<file path="src/rtl/cfg_port_pkg.sv">
package cfg_port_pkg;

  localparam int unsigned LANES  = 4;
  localparam int unsigned LANE_W = $clog2(LANES);
  localparam int unsigned DW     = LANES * 8;
  localparam int unsigned CFG_AW = 24;
  localparam int unsigned OFS_W  = 8 - LANE_W;

  typedef enum logic [1:0] {
    SZ_BYTE  = 2'd0,
    SZ_WORD  = 2'd1,
    SZ_DWORD = 2'd2,
    SZ_BAD   = 2'd3
  } io_size_e;

  typedef enum logic [1:0] {
    HIT_NONE = 2'd0,
    HIT_PTR  = 2'd1,
    HIT_WIN  = 2'd2
  } io_hit_e;

  typedef enum logic [1:0] {
    ST_IDLE = 2'd0,
    ST_REQ  = 2'd1,
    ST_DONE = 2'd2
  } ctrl_state_e;

  typedef enum logic [1:0] {
    RD_ONES = 2'd0,
    RD_PTR  = 2'd1,
    RD_RSP  = 2'd2
  } rd_src_e;

  typedef struct packed {
    logic [7:0]       bus;
    logic [7:0]       devfn;
    logic [OFS_W-1:0] dword;
  } cfg_target_t;

endpackage

</file>
<file path="src/rtl/cfg_io_decode.sv">
module cfg_io_decode
  import cfg_port_pkg::*;
#(
  parameter int unsigned     IO_AW    = 16,
  parameter logic [IO_AW-1:0] PTR_PORT = 16'hCF8,
  parameter logic [IO_AW-1:0] WIN_PORT = 16'hCFC
) (
  input  logic [IO_AW-1:0]  addr_i,
  input  io_size_e          size_i,
  output io_hit_e           hit_o,
  output logic [LANE_W-1:0] lane_o
);

  logic ptr_match;
  logic win_match;

  // pointer needs an exact dword access; window only compares the dword base
  assign ptr_match = (addr_i == PTR_PORT) && (size_i == SZ_DWORD);
  assign win_match = (addr_i[IO_AW-1:LANE_W] == WIN_PORT[IO_AW-1:LANE_W]) &&
                     (size_i != SZ_BAD);

  always_comb begin
    if (ptr_match)      hit_o = HIT_PTR;
    else if (win_match) hit_o = HIT_WIN;
    else                hit_o = HIT_NONE;
  end

  assign lane_o = addr_i[LANE_W-1:0];

endmodule

</file>
<file path="src/rtl/cfg_lane_map.sv">
module cfg_lane_map
  import cfg_port_pkg::*;
(
  input  logic [LANE_W-1:0] lane_i,
  input  io_size_e          size_i,
  input  logic [DW-1:0]     wdata_i,
  input  logic [DW-1:0]     rsp_i,
  output logic [LANES-1:0]  be_o,
  output logic [DW-1:0]     wdata_o,
  output logic [DW-1:0]     rdata_o
);

  logic [LANE_W:0] nbytes;
  logic [DW-1:0]   rsp_shift;

  always_comb begin
    case (size_i)
      SZ_BYTE: nbytes = (LANE_W+1)'(1);
      SZ_WORD: nbytes = (LANE_W+1)'(2);
      default: nbytes = (LANE_W+1)'(LANES);
    endcase
  end

  always_comb begin
    for (int i = 0; i < LANES; i++) begin
      be_o[i] = (i >= int'(lane_i)) && ((i - int'(lane_i)) < int'(nbytes));
    end
  end

  assign wdata_o   = wdata_i << {lane_i, 3'b000};
  assign rsp_shift = rsp_i >> {lane_i, 3'b000};

  for (genvar j = 0; j < LANES; j++) begin : g_rd_byte
    assign rdata_o[8*j +: 8] = (nbytes > (LANE_W+1)'(j)) ? rsp_shift[8*j +: 8] : 8'h00;
  end

endmodule

</file>
<file path="src/rtl/cfg_req_ctrl.sv">
module cfg_req_ctrl
  import cfg_port_pkg::*;
(
  input  logic    clk_i,
  input  logic    rst_ni,
  input  logic    io_req_i,
  input  logic    io_we_i,
  input  io_hit_e hit_i,
  input  logic    win_en_i,
  input  logic    rsp_valid_i,
  output logic    ptr_wr_o,
  output logic    issue_o,
  output logic    rd_load_o,
  output rd_src_e rd_sel_o,
  output logic    cfg_req_o,
  output logic    io_ready_o
);

  ctrl_state_e state_q, state_d;

  always_comb begin
    state_d   = state_q;
    ptr_wr_o  = 1'b0;
    issue_o   = 1'b0;
    rd_load_o = 1'b0;
    rd_sel_o  = RD_ONES;
    unique case (state_q)
      ST_IDLE: begin
        if (io_req_i) begin
          unique case (hit_i)
            HIT_PTR: begin
              ptr_wr_o  = io_we_i;
              rd_load_o = 1'b1;
              rd_sel_o  = RD_PTR;
              state_d   = ST_DONE;
            end
            HIT_WIN: begin
              if (win_en_i) begin
                issue_o = 1'b1;
                state_d = ST_REQ;
              end else begin
                rd_load_o = 1'b1;
                state_d   = ST_DONE;
              end
            end
            default: begin
              rd_load_o = 1'b1;
              state_d   = ST_DONE;
            end
          endcase
        end
      end
      ST_REQ: begin
        if (rsp_valid_i) begin
          rd_load_o = 1'b1;
          rd_sel_o  = RD_RSP;
          state_d   = ST_DONE;
        end
      end
      ST_DONE: state_d = ST_IDLE;
      default: state_d = ST_IDLE;
    endcase
  end

  always_ff @(posedge clk_i or negedge rst_ni) begin
    if (!rst_ni) state_q <= ST_IDLE;
    else         state_q <= state_d;
  end

  assign cfg_req_o  = (state_q == ST_REQ);
  assign io_ready_o = (state_q == ST_DONE);

endmodule

</file>
<file path="src/rtl/cfg_access_port.sv">
module cfg_access_port
  import cfg_port_pkg::*;
#(
  parameter int unsigned      IO_AW    = 16,
  parameter logic [IO_AW-1:0] PTR_PORT = 16'hCF8,
  parameter logic [IO_AW-1:0] WIN_PORT = 16'hCFC
) (
  input  logic              clk_i,
  input  logic              rst_ni,
  input  logic              io_req_i,
  input  logic              io_we_i,
  input  logic [IO_AW-1:0]  io_addr_i,
  input  logic [1:0]        io_size_i,
  input  logic [31:0]       io_wdata_i,
  output logic              io_ready_o,
  output logic [31:0]       io_rdata_o,
  output logic              cfg_req_o,
  output logic              cfg_we_o,
  output logic [23:0]       cfg_addr_o,
  output logic [3:0]        cfg_be_o,
  output logic [31:0]       cfg_wdata_o,
  input  logic              cfg_rsp_valid_i,
  input  logic [31:0]       cfg_rdata_i
);

  localparam int unsigned EN_BIT = DW - 1;

  io_hit_e           hit;
  logic [LANE_W-1:0] lane;
  io_size_e          size_in;

  logic              ptr_wr, issue, rd_load;
  rd_src_e           rd_sel;

  logic [DW-1:0]     ptr_q;
  cfg_target_t       tgt_q;
  logic [LANE_W-1:0] lane_q;
  io_size_e          size_q;
  logic              we_q;
  logic [DW-1:0]     wdata_q;
  logic [DW-1:0]     rdata_q;
  logic [DW-1:0]     rsp_ext;

  assign size_in = io_size_e'(io_size_i);

  cfg_io_decode #(
    .IO_AW    (IO_AW),
    .PTR_PORT (PTR_PORT),
    .WIN_PORT (WIN_PORT)
  ) u_decode (
    .addr_i (io_addr_i),
    .size_i (size_in),
    .hit_o  (hit),
    .lane_o (lane)
  );

  cfg_req_ctrl u_ctrl (
    .clk_i       (clk_i),
    .rst_ni      (rst_ni),
    .io_req_i    (io_req_i),
    .io_we_i     (io_we_i),
    .hit_i       (hit),
    .win_en_i    (ptr_q[EN_BIT]),
    .rsp_valid_i (cfg_rsp_valid_i),
    .ptr_wr_o    (ptr_wr),
    .issue_o     (issue),
    .rd_load_o   (rd_load),
    .rd_sel_o    (rd_sel),
    .cfg_req_o   (cfg_req_o),
    .io_ready_o  (io_ready_o)
  );

  // lane map works on the captured access so request fields hold steady
  cfg_lane_map u_lanes (
    .lane_i  (lane_q),
    .size_i  (size_q),
    .wdata_i (wdata_q),
    .rsp_i   (cfg_rdata_i),
    .be_o    (cfg_be_o),
    .wdata_o (cfg_wdata_o),
    .rdata_o (rsp_ext)
  );

  always_ff @(posedge clk_i or negedge rst_ni) begin
    if (!rst_ni) ptr_q <= '0;
    else if (ptr_wr) ptr_q <= io_wdata_i;
  end

  always_ff @(posedge clk_i or negedge rst_ni) begin
    if (!rst_ni) begin
      tgt_q   <= '0;
      lane_q  <= '0;
      size_q  <= SZ_BYTE;
      we_q    <= 1'b0;
      wdata_q <= '0;
    end else if (issue) begin
      tgt_q.bus   <= ptr_q[23:16];
      tgt_q.devfn <= ptr_q[15:8];
      tgt_q.dword <= ptr_q[7:LANE_W];
      lane_q      <= lane;
      size_q      <= size_in;
      we_q        <= io_we_i;
      wdata_q     <= io_wdata_i;
    end
  end

  always_ff @(posedge clk_i or negedge rst_ni) begin
    if (!rst_ni) rdata_q <= '0;
    else if (rd_load) begin
      unique case (rd_sel)
        RD_PTR:  rdata_q <= ptr_q;
        RD_RSP:  rdata_q <= rsp_ext;
        default: rdata_q <= '1;
      endcase
    end
  end

  assign io_rdata_o = rdata_q;
  assign cfg_we_o   = we_q;
  assign cfg_addr_o = {tgt_q.bus, tgt_q.devfn, tgt_q.dword, {LANE_W{1'b0}}};

endmodule

</file>
<file path="config.mk">
export PLATFORM = sky130hd
export DESIGN_NAME = cfg_access_port
export DESIGN_NICKNAME = d
export VERILOG_FILES = /design/src/rtl/cfg_port_pkg.sv /design/src/rtl/cfg_io_decode.sv /design/src/rtl/cfg_lane_map.sv /design/src/rtl/cfg_req_ctrl.sv /design/src/rtl/cfg_access_port.sv
export SDC_FILE = /design/constraint.sdc
export NUM_CORES = 1
export LEC_CHECK = 0
export BUFFER_PORTS_ARGS = -buffer_cell sky130_fd_sc_hd__buf_4
export CAP_MARGIN = 30
export CORE_ASPECT_RATIO = 0.8
export CORE_MARGIN = 3
export CORE_UTILIZATION = 50
export DETAILED_ROUTE_END_ITERATION = 8
export PLACE_DENSITY = 0.85
export SYNTH_ARGS = -nofsm -noshare
export SYNTH_HDL_FRONTEND = slang
export SYNTH_SLANG_ARGS = --single-unit
</file>
<file path="constraint.sdc">
create_clock -name clk_i -period 2.3 [get_ports clk_i]
set_input_delay 0 -clock clk_i [delete_from_list [all_inputs] [get_ports clk_i]]
set_output_delay 0 -clock clk_i [all_outputs]
set_load 0.005 [all_outputs]
</file>
==> results by stage <==
Critical path:
- In this run the register-to-register setup slack is 0.07 ns.
- The most critical setup path has its endpoint at io_rdata_o[19].
- The largest individual stage delay along the critical path comes from the cell dfrtp_1.
- STA classifies the critical path startpoint as a flop.
- By instance count, the cell type seen most on the critical path is nor2_1.
- Measured in cells, the most critical reg-to-reg path has a length of 11.
- Data arrives at the worst endpoint at 2.52 ns.
- The required time reported for the critical path endpoint is 2.58 ns.
- The critical path goes through nor2_1 > nand2_2 > nor2_1 > and2_4 > inv_1 > ha_1 > nand2_1 > buf_4 > or2_4 > o21ai_0 > mux2_4.
- The kind of cell with the highest combined delay along the critical path is simple AND/OR/NAND/NOR gates.
- In this run the worst path has a maximum fanout of 9.
- The beginning of the critical path is u_ctrl.state_q[0].
- The critical path crosses 11 cells after its start point.
- The endpoint identified for the worst register-to-register timing path is io_rdata_o[19].
- The kind of critical path is reg2reg.
- The capturing element type of the critical path is a flop.
- The startpoint identified for the worst register-to-register timing path is u_ctrl.state_q[0].
- In this design, the stage delay of the slowest critical-path cell is 0.38 ns.
- The sum of buffers and inverters on the critical path is 2.

Floorplanning:
- The die outline width is 134 um.
- The number of top-level pins is 182.
- The core region is 12,400 um^2.
- The effective utilization at floorplan is 52.4%.
- The die area is 14,400 um^2.
- The number of rows in the core area is 36.
- Measured along the y axis, the die boundary spans 108 um.

Logic synthesis:
- After synthesis the cells add up to 6510 um^2.
- The most instantiated flip-flop cell in the synthesis netlist is dfrtp_1.
- The biggest area contributor in the post-synthesis netlist is dfrtp_1.
- The number of flops mapped to enable cells by yosys is 0.
- The synthesized area per cell is 12.7 um^2.
- After synthesis the netlist holds a flip-flop and latch count of 125.
- Sorting the synthesized cells by how often they occur yields dfrtp_1, mux2_2, mux2_4.
- The sequential share of the synthesized area is 48.0%.
- The share of flip-flops with an asynchronous set or reset after synthesis is 100%.
- By area the synthesized netlist is led by dfrtp_1, mux2_2, mux2_4.
- The total number of yosys warnings is 0.
- The most common cell in the synthesized netlist is dfrtp_1.
- The distinct cell type count of the synthesized netlist is 38.
- The gate count after technology mapping is 513.
- The synthesized design devotes to its leading area cell type 48.0% of total area.

CTS:
- The number of buffers inserted during clock tree synthesis is 17.
- The clock tree from TritonCTS is done.
- The insertion delay of the later-clocked pin in the worst-skew pair is 0.41 ns.
- Buffers added to address setup during post-CTS repair amount to 0.
- The tree is rooted in a clkbuf_16.
- The clock net sink count is 125.
- The clock-pin slew on the worst setup and hold paths is 0.05 ns.
- The H-tree generated during clock tree synthesis spans 4 levels.
- Counting along the longest clock path gives a buffer depth of 2.

Global route:
- The number of antenna violations at the first check in global routing was 0.
- Entering global routing, the biggest net connects 53 pins.
- The global-route usage over all layers is 27.6%.
- The first global-routing pass estimated 30.7 mm of wire.
- The total overflow left after global routing is 0.
- The number of global-route vias before repair is 5,430.

Route:
- The sum of routed wire length over all layers is 19.5 mm.
- Once detail routing completed, the nets flagged for antenna violations numbered 0.
- The number of vias after detailed routing is 5,243.
- The number of remaining DRC errors is 0.
- The first-pass detailed-route iteration total is 5.
- The mean routed wirelength per cell is 21.1 um.
- Dividing the detail-routed via count by the number of cells gives 5.67.
- After the first detailed-routing iteration, the DRC count stood at 396.

Placed design:
- The placer's final routability congestion estimate is 0.902.
- The number of buffers added on ports is 179.
- After legalization and detailed placement, the total HPWL measured 13.9 mm.
- At the placement stage, the worst setup path has a slack of -0.0728 ns.

STA:
- The setup violation total in the final timing report is 0.
- The routed design could run at a clock period as short as 2.23 ns.
- The worst-case headroom to the max-slew limit is 53.5%.
- The tightest hold path in the finished design has a slack of 0.0238 ns.
- The total count of max-transition violations in the final report is 0.
- The maximum frequency from static timing analysis is 448 MHz.
- For the pin with the worst max-slew slack, the measured transition is 0.698 ns.
- Setup repair after global routing left no endpoint under its margin.
- The number of endpoints with negative hold slack in the final report came to 0.
- The worst clock skew is 0.00880 ns.
- The final worst-path setup slack is 0.0674 ns.
- The part of the cycle the worst path needs is 97.1%.

Min path:
- The worst min-delay path class is in2reg.

Finish:
- Compared with the post-synthesis result, the final layout area differs by 39.5%.
- The share of final-layout standard cells stronger than drive strength 1 is 48.1%.
- The net count of the finished layout is 841.
- The repair_antennas step left the layout with diodes totalling 0.
- Cells fill 73.1% of the core in the end.

Run status:
- The flow ran to the end, and the final reports show no timing, DRC or antenna violations.

Flow run:
- The tool flagged a number of max-cap violations equal to 0.

Pwr:
- IR analysis of the VDD net gives a maximum drop of 569 uV.
- In this run the static leakage power is 4.42 nW.
- The power per standard cell area is 559 nW/um^2.
[metrics by stage]
| stage | cells | cell area [um^2] | TNS (ns) | total power (W) |
|---|---|---|---|---|
| finish | 924 | 9090 | 0 | 0.00508 |
| global route | 924 | 9090 | 0 | 0.00524 |
| CTS | 924 | 9080 | 0 | 0.00510 |
| detailed placement | 848 | 8060 | -0.870 | 0.00251 |
| global placement | 848 | 8060 | 0 | 0.00250 |
| floorplan | 514 | 6520 | 0 | 0.00232 |
[sequential cells by signal (all words and copies together), names as in the netlist]
register / cells
u_ctrl.state_q: 2
cfg_we_o: 1
ptr_q: 32
size_q: 2
cfg_addr_o: 22
lane_q: 2
wdata_q: 32
io_rdata_o: 32
[routing by layer]
| metal | vias to the layer above | share of wire, % | GRT usage, % |
|---|---|---|---|
| li1 | 2331 | - | - |
| met1 | 2639 | 44 | 38.4 |
| met2 | 246 | 46 | 43.6 |
| met3 | 27 | 8.3 | 6.84 |
| met4 | 0 | 1.5 | 7.20 |
| met5 | - | 0 | 0 |
[logic make-up after synthesis]
logic type               after synthesis  synth area share [%]
AO/OA/AOI/OAI                         87                  8.80
adder cells (fa/ha/maj)               13                  2.50
buffers and inverters                 44                  4.03
flip-flops                           125                  48.0
multiplexers                         163                  30.3
other                                  1                0.0576
AND/OR/NAND/NOR                       80                  6.30
[worst min-delay path by stage]
stage / end / slack [ns] / cells past startpoint / startpoint
floorplan: cfg_addr_o[10] / -0.30 / 0 / rst_ni
global placement: u_ctrl.state_q[1] / 0.08 / 1 / rst_ni
detailed placement: io_rdata_o[18] / 0.08 / 1 / rst_ni
CTS: io_rdata_o[24] / 0.005 / 3 / cfg_rdata_i[24]
global route: io_rdata_o[28] / 0.03 / 3 / cfg_rdata_i[28]
finish: io_rdata_o[28] / 0.02 / 3 / cfg_rdata_i[28]
[area by class of cell]
class / count / area (um^2)
timing repair buffer: 244 / 2010
fill: 842 / 3350
tap: 171 / 214
multi-input combinational: 345 / 3140
inverter: 8 / 30.0
sequential: 125 / 3130
clock inverter: 7 / 62.6
clock buffer: 24 / 502
[timing repair]
| item | CTS | global route |
|---|---|---|
| hold buffers | 45 | 0 |
| resized for setup | 1 | 3 |
| pin swaps | 0 | 0 |
| endpoints found under the hold margin | 125 | 0 |
| setup endpoints to repair | 2 | 7 |
[worst register-to-register path, stage by stage, from the launching register on]
cell	delay, ns
dfrtp_1	0.38
nor2_1	0.13
nand2_2	0.10
nor2_1	0.16
and2_4	0.17
inv_1	0.04
ha_1	0.22
nand2_1	0.10
buf_4	0.18
or2_4	0.18
o21ai_0	0.15
mux2_4	0.31
[power by group]
part	switching, W	total [W]	internal, W
sequential	0.000000874	0.00220	0.00220
clock	0.000923	0.00254	0.00161
combinational	0.000155	0.000337	0.000183
total	0.00108	0.00508	0.00400
[cells in the final DEF (no fill, tap or decap), drive strengths merged, types with 2 or more instances in the layout]
cell type and n:
inv 8, or2 2, nor2 16, ha 13, mux2 123, clkbuf 24, dfrtp 125, o21ai 24
o22ai 2, nand2 29, mux2i 40, a21oi 27, buf 199, nor4 3, conb 2, nand4 2
and2 9, nor2b 12, o221ai 8, dlygate4sd3 45, a221o 16, nor3 2, a211oi 8, clkinv 5
Note: power is estimated with default switching activity, not from simulation.
